File: src/rtl/meter_pkg.sv
package meter_pkg;
  localparam int NUM_DIGITS = 4;
  localparam int TIME_W     = 4 * NUM_DIGITS;

  typedef logic [TIME_W-1:0] time_bcd_t;

  localparam time_bcd_t AMT_60   = 16'h0060;
  localparam time_bcd_t AMT_120  = 16'h0120;
  localparam time_bcd_t AMT_180  = 16'h0180;
  localparam time_bcd_t AMT_300  = 16'h0300;
  localparam time_bcd_t PRE_16   = 16'h0016;
  localparam time_bcd_t PRE_150  = 16'h0150;
  localparam time_bcd_t LOW_MARK = 16'h0180;
endpackage

File: src/rtl/meter_prescaler.sv
module meter_prescaler #(
  parameter int TICKS = 100
) (
  input  logic clk_i,
  input  logic rst_ni,
  input  logic restart_i,
  output logic tick_o
);
  localparam int CW = (TICKS > 1) ? $clog2(TICKS) : 1;

  logic [CW-1:0] cnt_q;

  assign tick_o = (cnt_q == CW'(TICKS - 1)) && !restart_i;

  always_ff @(posedge clk_i or negedge rst_ni) begin
    if (!rst_ni)                          cnt_q <= '0;
    else if (restart_i)                   cnt_q <= '0;
    else if (cnt_q == CW'(TICKS - 1))     cnt_q <= '0;
    else                                  cnt_q <= cnt_q + 1'b1;
  end
endmodule

File: src/rtl/meter_time_bcd.sv
module meter_time_bcd #(
  parameter int NDIG = 4,
  localparam int W   = 4 * NDIG
) (
  input  logic         clk_i,
  input  logic         rst_ni,
  input  logic         load_i,
  input  logic [W-1:0] load_val_i,
  input  logic         add_i,
  input  logic [W-1:0] add_val_i,
  input  logic         dec_i,
  output logic [W-1:0] time_o,
  output logic         zero_o
);
  logic [W-1:0] time_q;
  logic [W-1:0] sum_v;
  logic [W-1:0] dec_v;
  logic [NDIG:0] carry;
  logic [NDIG:0] borrow;

  assign carry[0]  = 1'b0;
  assign borrow[0] = 1'b1;

  for (genvar g = 0; g < NDIG; g++) begin : g_digit
    logic [4:0] raw;
    logic [4:0] adj;
    assign raw = {1'b0, time_q[4*g +: 4]} + {1'b0, add_val_i[4*g +: 4]} + {4'd0, carry[g]};
    assign adj = raw - 5'd10;
    assign carry[g+1] = (raw > 5'd9);
    assign sum_v[4*g +: 4] = carry[g+1] ? adj[3:0] : raw[3:0];

    assign borrow[g+1] = borrow[g] && (time_q[4*g +: 4] == 4'd0);
    assign dec_v[4*g +: 4] = !borrow[g] ? time_q[4*g +: 4] :
                             (time_q[4*g +: 4] == 4'd0) ? 4'd9 :
                             time_q[4*g +: 4] - 4'd1;
  end

  // saturation decided before the digits are written back
  logic         sat;
  assign sat    = carry[NDIG];
  assign zero_o = (time_q == '0);

  always_ff @(posedge clk_i or negedge rst_ni) begin
    if (!rst_ni)               time_q <= '0;
    else if (load_i)           time_q <= load_val_i;
    else if (add_i)            time_q <= sat ? {NDIG{4'd9}} : sum_v;
    else if (dec_i && !zero_o) time_q <= dec_v;
  end

  assign time_o = time_q;
endmodule

File: src/rtl/meter_display_en.sv
module meter_display_en #(
  parameter int NDIG       = 4,
  parameter int HALF_TICKS = 50,
  localparam int W         = 4 * NDIG
) (
  input  logic         clk_i,
  input  logic         rst_ni,
  input  logic [W-1:0] time_i,
  input  logic [W-1:0] low_mark_i,
  output logic         en_o
);
  localparam int CW = (HALF_TICKS > 1) ? $clog2(HALF_TICKS) : 1;

  logic [CW-1:0] half_q;
  logic          phase_q;

  always_ff @(posedge clk_i or negedge rst_ni) begin
    if (!rst_ni) begin
      half_q  <= '0;
      phase_q <= 1'b1;
    end else if (half_q == CW'(HALF_TICKS - 1)) begin
      half_q  <= '0;
      phase_q <= !phase_q;
    end else begin
      half_q  <= half_q + 1'b1;
    end
  end

  // BCD compares like binary, so a plain magnitude compare is valid
  always_comb begin
    if (time_i == '0)             en_o = phase_q;
    else if (time_i < low_mark_i) en_o = !time_i[0];
    else                          en_o = 1'b1;
  end
endmodule

File: src/rtl/coin_meter.sv
module coin_meter
  import meter_pkg::*;
#(
  parameter int SEC_TICKS  = 100,
  parameter int HALF_TICKS = 50
) (
  input  logic       clk_i,
  input  logic       rst_ni,
  input  logic       add_60_i,
  input  logic       add_120_i,
  input  logic       add_180_i,
  input  logic       add_300_i,
  input  logic       set_16_i,
  input  logic       set_150_i,
  output logic [3:0] digit1_o,
  output logic [3:0] digit2_o,
  output logic [3:0] digit3_o,
  output logic [3:0] digit4_o,
  output logic       disp_en_o
);
  logic      add_any, load_any, tick, zero;
  time_bcd_t add_val, load_val, time_v;

  assign add_any  = add_60_i | add_120_i | add_180_i | add_300_i;
  assign load_any = set_16_i | set_150_i;

  always_comb begin
    add_val = '0;
    if (add_60_i)       add_val = AMT_60;
    else if (add_120_i) add_val = AMT_120;
    else if (add_180_i) add_val = AMT_180;
    else if (add_300_i) add_val = AMT_300;
    load_val = set_16_i ? PRE_16 : PRE_150;
  end

  meter_prescaler #(.TICKS(SEC_TICKS)) u_presc (
    .clk_i    (clk_i),
    .rst_ni   (rst_ni),
    .restart_i(add_any | load_any),
    .tick_o   (tick)
  );

  meter_time_bcd #(.NDIG(NUM_DIGITS)) u_time (
    .clk_i     (clk_i),
    .rst_ni    (rst_ni),
    .load_i    (load_any),
    .load_val_i(load_val),
    .add_i     (add_any),
    .add_val_i (add_val),
    .dec_i     (tick),
    .time_o    (time_v),
    .zero_o    (zero)
  );

  meter_display_en #(.NDIG(NUM_DIGITS), .HALF_TICKS(HALF_TICKS)) u_disp (
    .clk_i     (clk_i),
    .rst_ni    (rst_ni),
    .time_i    (time_v),
    .low_mark_i(LOW_MARK),
    .en_o      (disp_en_o)
  );

  assign {digit1_o, digit2_o, digit3_o, digit4_o} = time_v;
endmodule

File: config.mk
export PLATFORM = sky130hd
export DESIGN_NAME = coin_meter
export DESIGN_NICKNAME = d
export VERILOG_FILES = /design/src/rtl/meter_pkg.sv /design/src/rtl/meter_prescaler.sv /design/src/rtl/meter_time_bcd.sv /design/src/rtl/meter_display_en.sv /design/src/rtl/coin_meter.sv
export SDC_FILE = /design/constraint.sdc
export NUM_CORES = 1
export LEC_CHECK = 0
export BUFFER_PORTS_ARGS = -buffer_cell sky130_fd_sc_hd__buf_4
export CORE_MARGIN = 2
export CORE_UTILIZATION = 36
export DETAILED_ROUTE_END_ITERATION = 8
export HOLD_SLACK_MARGIN = 0.06
export RECOVER_POWER = 100
export SYNTH_ARGS = -nofsm -noshare
export SYNTH_HDL_FRONTEND = slang
export SYNTH_HIERARCHICAL = 1
export SYNTH_SLANG_ARGS = --single-unit
export TNS_END_PERCENT = 50
File: constraint.sdc
create_clock -name clk_i -period 9.47 [get_ports clk_i]
set_input_delay 1.4205 -clock clk_i [delete_from_list [all_inputs] [get_ports clk_i]]
set_output_delay 1.4205 -clock clk_i [all_outputs]
set_load 0.05 [all_outputs]
==> run metrics, run 1 <==
status=finished, violations left; failing checks=max-capacitance violations, max-slew violations; HP Start=u_presc/cnt_q[0]$_DFF_PN0_; fin. max-slew vios=31; vias in the first global route=2938; Gate Count Post-Synth=393; Final Hold Vio Count=0; die area=9680 µm²; crit-path max cell delay=0.58 ns; clock buffer depth=2; WS Path Type=reg -> reg; FF-to-FF setup slack=2.39 ns; Max-Cap Viols=1; Post-CTS Setup Inserts=0; DIE WIDTH=98.4 µm; Root Driver=clkbuf_8; Die Y=98.4 µm; slowest CP cell=dfrtp_1; Rows=34; DR DRC count=0; first-pass GRT wire length=14000 µm; R2R Path End=u_time/time_o[8]$_DFFE_PN0P_; slew of the pin with the lowest slew margin=1.67 ns; routability cong.=0.868; post-cts resize count=0; DP HPWL=5850 µm; clock tree sinks=30; number of cells on the worst reg-to-reg path=28; CP arrival=7.25 ns; final setup violation count=0; Avg Inst Size Synth=8.16 µm²; WL final=7860 µm; Clock Skew=0.00691 ns; fillers=926; worst hold path class=reg -> reg; Starting Density=37.0%; Worst Setup SP=u_time/time_o[1]$_DFFE_PN0P_; initial antenna violation count=0; Fmax=141 MHz; end point of the critical path=u_time/time_o[8]$_DFFE_PN0P_; diodes inserted=0; Port Buffer Count=24; crit path buf inv count=7; placed inst area=3630 µm²; I/O pins=25; Final Instance Area=3640 µm²; clock input transition at the sequential cells of the worst setup and hold paths=0.07 ns; WP data required=9.63 ns; H-tree levels=2; CORE AREA=8680 µm²; DR vias/cell=5.33; # hold bufs at CTS=0; DRT antenna net count=0; wire per inst=13.9 µm; nets=506; GRT Overall Usage=17.3%; fraction of layout cells with a size suffix above 1=7.64%; global route overflow=0; Cell Area, Synth=3210 µm²; CTS tree=done; crit-path leading delay family=adder cells; vias=3014; TritonRoute pass-1 iters=4; Setup crit end kind=flip-flop; Max IR drop VDD=98.8 µV; Yosys warning count=6; RR Startpoint=u_time/time_o[1]$_DFFE_PN0P_; PwrDens=168 nW/µm²; area grow syn2layout=13.4%; slew margin rel.=-11.6%; worst skew pair latency=0.28 ns; Starting DRT DRC Count=140; Crit Path Max Fanout=12; Leak=1.57 nW; Final min period=7.08 ns; RSZ-0062 raised after global routing=false; Num CTS Buffers=5; Final Cycle Share=74.8%; critical path depth=28; placed cell count=558; nature of the critical path startpoint=flip-flop; Layout Cells excl Fill=566; largest net degree at the start of global routing=31; setup tns final=0 ns
==> through the flow <==
stage	util, %	power [W]	setup slack [ns]	hold WS [ns]
after floorplan	-	0.000435	2.92	0.433
after global placement	41.9	0.000516	2.57	0.452
after detailed placement	41.9	0.000520	2.48	0.464
after CTS	42.8	0.000621	2.44	0.472
after global routing	41.9	0.000670	1.76	0.497
final	41.9	0.000611	2.39	0.468
==> report_power, final <==
part           total (W)  internal [W]  switching (W)
combinational   0.000338      0.000129       0.000209
clock          0.0000989     0.0000521      0.0000467
sequential      0.000174      0.000139      0.0000352
==> layout make-up <==
type	count	area (µm²)	area share, %
multi-input cells	353	2400	66.0
flip-flops and latches	30	752	20.7
inverters	43	161	4.44
well taps	108	135	3.72
repair buffers	24	109	2.99
clock buffers	8	80.1	2.20
==> metal layers <==
metal	up-vias	share of wire (%)	track usage [%]
met2	65	48	29.7
met1	1431	47	23.5
li1	1511	-	-
met3	7	3.4	2.22
met4	0	0.97	3.48
met5	-	0	0
==> worst register-to-register path: cells and delay by family (launching register included) <==
| kind | cells | cell delay [ns] |
|---|---|---|
| fa+ha+maj | 7 | 2.82 |
| compound gates | 8 | 1.43 |
| simple gates | 4 | 0.95 |
| flops | 1 | 0.58 |
| buf+inv | 7 | 0.56 |
| xor+xnor | 1 | 0.32 |
| mux | 1 | 0.28 |
==> how the worst min path moves through the flow <==
stage,depth (start not counted),slack [ns],end
5_1_grt,1,0.50,u_presc/cnt_q[0]$_DFF_PN0_
6_report,1,0.47,u_presc/cnt_q[0]$_DFF_PN0_
2_1_floorplan,1,0.43,u_presc/cnt_q[0]$_DFF_PN0_
3_5_place_dp,1,0.46,u_presc/cnt_q[0]$_DFF_PN0_
3_3_place_gp,1,0.45,u_presc/cnt_q[0]$_DFF_PN0_
4_1_cts,1,0.47,u_presc/cnt_q[0]$_DFF_PN0_
==> sequential cells by signal, indices dropped and copies added (netlist names) <==
register / cells
u_disp/phase_q: 1
u_presc/cnt_q: 7
u_time/time_o: 16
u_disp/half_q: 6
==> cell usage in the layout, fill, tap and decap left out, drive strengths merged, types with 10 or more instances in the layout <==
cell type  count
inv           43
conb          42
nor2          37
ha            34
a21oi         31
dfrtp         29
o21ai         29
clkbuf        27
nand2         23
nor3          10
Note: power is estimated with default switching activity, not from simulation.
==> run 2: changes to the inputs <==
- ABC_AREA: default -> 1
- clock period: 9.47 -> 7.4 ns (I/O delays scaled with it)
==> run 2 against run 1 <==
  * The flow still finishes with violations (max-capacitance violations, max-slew violations)
  * Non-clock buffer count stayed put
  * Clock power is 40% higher
  * Combinational power is 11% higher
  * Final cell count is 16% higher
  * Core utilization is 0.33 points higher
  * Power is 19% higher
  * Final area is 0.79% higher
  * Worst setup slack worse by 1.2 ns
  * Clock skew is 0.00064 ns lower
  * Sequential power is 25% higher
  * Fmax is 13% higher
  * Sequential share of layout area is 0.16 points lower
  * Critical endpoint is now u_time/time_o[3]$_DFFE_PN0P_
==> run metrics, run 2 <==
worst skew pair latency=0.28 ns (about the same); nature of the critical path startpoint=flip-flop (unchanged); fraction of layout cells with a size suffix above 1=7.82% (was 7.64%); area grow syn2layout=14.3% (was 13.4%); failing checks=max-capacitance violations, max-slew violations (unchanged); Post-CTS Setup Inserts=0 (unchanged); WP data required=7.57 ns (was 9.63 ns); max reg flops=16 (unchanged); GRT Overall Usage=16.8% (was 17.3%); Rows=34 (unchanged); routability cong.=0.839 (was 0.868); DR vias/cell=4.72 (was 5.33); Reg power frac=29.7% (was 28.5%); TritonRoute pass-1 iters=4 (unchanged); die area=9680 µm² (unchanged); Cell Area, Synth=3210 µm² (unchanged); clock buffer depth=2 (unchanged); clock tree sinks=30 (unchanged); slew margin rel.=-15.2% (was -11.6%); slowest CP cell=fa_1 (was dfrtp_1); Net Switching=0.000357 W (was 0.000291 W); most frequent cells in the layout=nand2_1, inv_1, nor2_1 (was inv_1, conb_1, nor2_1); Yosys warning count=6 (unchanged); Max IR drop VDD=84.4 µV (was 98.8 µV); Internal=0.000374 W (was 0.000320 W); CTS tree=done (unchanged); Port Buffer Count=24 (unchanged); slew of the pin with the lowest slew margin=1.73 ns (was 1.67 ns); WL final=7690 µm (was 7860 µm); most frequent CP cell=nand2_1; number of cells on the worst reg-to-reg path=33 (was 28); first-pass GRT wire length=13300 µm (was 14000 µm); DIE WIDTH=98.4 µm (unchanged); Die Y=98.4 µm (unchanged); PwrDens=199 nW/µm² (was 168 nW/µm²); fin. max-slew vios=31 (unchanged); # hold bufs at CTS=0 (unchanged); Clk pwr share=19.0% (was 16.2%); RR Startpoint=u_time/time_o[1]$_DFFE_PN0P_ (unchanged); HP Start=u_disp/half_q[5]$_DFF_PN0_ (was u_presc/cnt_q[0]$_DFF_PN0_); clock input transition at the sequential cells of the worst setup and hold paths=0.06 ns (was 0.07 ns); hold path cells=1 (unchanged); Final Hold Vio Count=0 (unchanged); diodes inserted=0 (unchanged); Final Cycle Share=84.4% (was 74.8%); nets=598 (was 506); setup tns final=0 ns (unchanged); vias=3109 (was 3014); Comb pwr share=51.3% (was 55.3%); DR DRC count=0 (unchanged); R2R Path End=u_time/time_o[3]$_DFFE_PN0P_ (was u_time/time_o[8]$_DFFE_PN0P_); most common cell after layout, fill and taps aside=nand2_1 (was inv_1); Starting Density=37.0% (unchanged); Max-Cap Viols=1 (unchanged); I/O pins=25 (unchanged); Setup crit end kind=flip-flop (unchanged); wire per inst=11.7 µm (was 13.9 µm); Root Driver=clkbuf_8 (unchanged); worst hold path class=reg -> reg (unchanged); WS Path Type=reg -> reg (unchanged); RSZ-0062 raised after global routing=false (unchanged); global route overflow=0 (unchanged); crit-path max cell delay=0.54 ns (was 0.58 ns); initial antenna violation count=0 (unchanged); CORE AREA=8680 µm² (unchanged); Num CTS Buffers=5 (unchanged); status=finished, violations left (unchanged); vias in the first global route=2883 (was 2938); Avg Inst Size Synth=6.65 µm² (was 8.16 µm²); post-cts resize count=0 (unchanged); final setup violation count=0 (unchanged); Clock Skew=0.00627 ns (was 0.00691 ns); Leak=1.86 nW (was 1.57 nW); placed inst area=3660 µm² (was 3630 µm²); Final Instance Area=3660 µm² (was 3640 µm²); Crit Path Max Fanout=9 (was 12); FF-to-FF setup slack=1.15 ns (was 2.39 ns); largest net degree at the start of global routing=31 (unchanged); Fmax=160 MHz (was 141 MHz); Sw Ratio=48.8% (was 47.6%); H-tree levels=2 (unchanged); DP HPWL=6060 µm (was 5850 µm); Final min period=6.25 ns (was 7.08 ns); Starting DRT DRC Count=124 (was 140); CP arrival=6.41 ns (was 7.25 ns); worst hold path endpoint=u_disp/half_q[5]$_DFF_PN0_ (was u_presc/cnt_q[0]$_DFF_PN0_); Gate Count Post-Synth=482 (was 393); DRT antenna net count=0 (unchanged)
[run 2: critical path: cells and delay by family (launching register included)]
family | cells | cell delay [ns]
AO/OA/AOI/OAI | 3 | 0.38
XOR/XNOR | 1 | 0.26
adder cells (fa/ha/maj) | 7 | 2.45
buffers and inverters | 8 | 0.65
flip-flops | 1 | 0.52
AND/OR/NAND/NOR | 14 | 1.88
[run 2: layout make-up]
class                      count  area, µm²
fill                         958       5010
multi-input combinational    411       2280
sequential                    30        752
inverter                      77        289
tap                          108        135
timing repair buffer          24        113
clock buffer                   7       86.3
clock inverter                 1       5.00
[run 2: worst max-delay path by stage]
stage | from | endpoint | depth (start not counted)
final | u_time/time_o[1]$_DFFE_PN0P_ | u_time/time_o[3]$_DFFE_PN0P_ | 33
after global routing | u_time/time_o[1]$_DFFE_PN0P_ | u_time/time_o[0]$_DFFE_PN0P_ | 33
after CTS | u_time/time_o[1]$_DFFE_PN0P_ | u_time/time_o[5]$_DFFE_PN0P_ | 32
after detailed placement | u_time/time_o[1]$_DFFE_PN0P_ | u_time/time_o[5]$_DFFE_PN0P_ | 32
after global placement | u_time/time_o[1]$_DFFE_PN0P_ | u_time/time_o[5]$_DFFE_PN0P_ | 32
after floorplan | u_time/time_o[1]$_DFFE_PN0P_ | u_time/time_o[3]$_DFFE_PN0P_ | 33
[run 2: per-stage QoR]
step | instances | hold WS [ns] | utilization, % | power (W) | setup slack [ns]
after global routing | 658 | 0.503 | 42.2 | 0.000810 | 0.408
after CTS | 658 | 0.484 | 43.2 | 0.000754 | 1.31
after floorplan | 521 | 0.441 | - | 0.000507 | 1.65
after detailed placement | 650 | 0.476 | 42.1 | 0.000609 | 1.34
after global placement | 650 | 0.464 | 42.1 | 0.000602 | 1.56
final | 658 | 0.472 | 42.2 | 0.000730 | 1.15
[run 2: power by group through the flow]
stage          Combinational, W  Sequential, W  Clock (W)
3_5_place_dp           0.000388       0.000222          0
4_1_cts                0.000390       0.000219   0.000145
6_report               0.000375       0.000217   0.000138
2_1_floorplan          0.000251       0.000256          0
3_3_place_gp           0.000380       0.000221          0
5_1_grt                0.000436       0.000222   0.000152
[run 2: metal layers]
metal | routed length [µm] | share of wire, % | GRT usage, %
met1 | 3670 | 48 | 22.6
met2 | 3590 | 47 | 28.2
met3 | 334 | 4.3 | 2.72
met4 | 94 | 1.2 | 4.21
met5 | 0 | 0 | 0
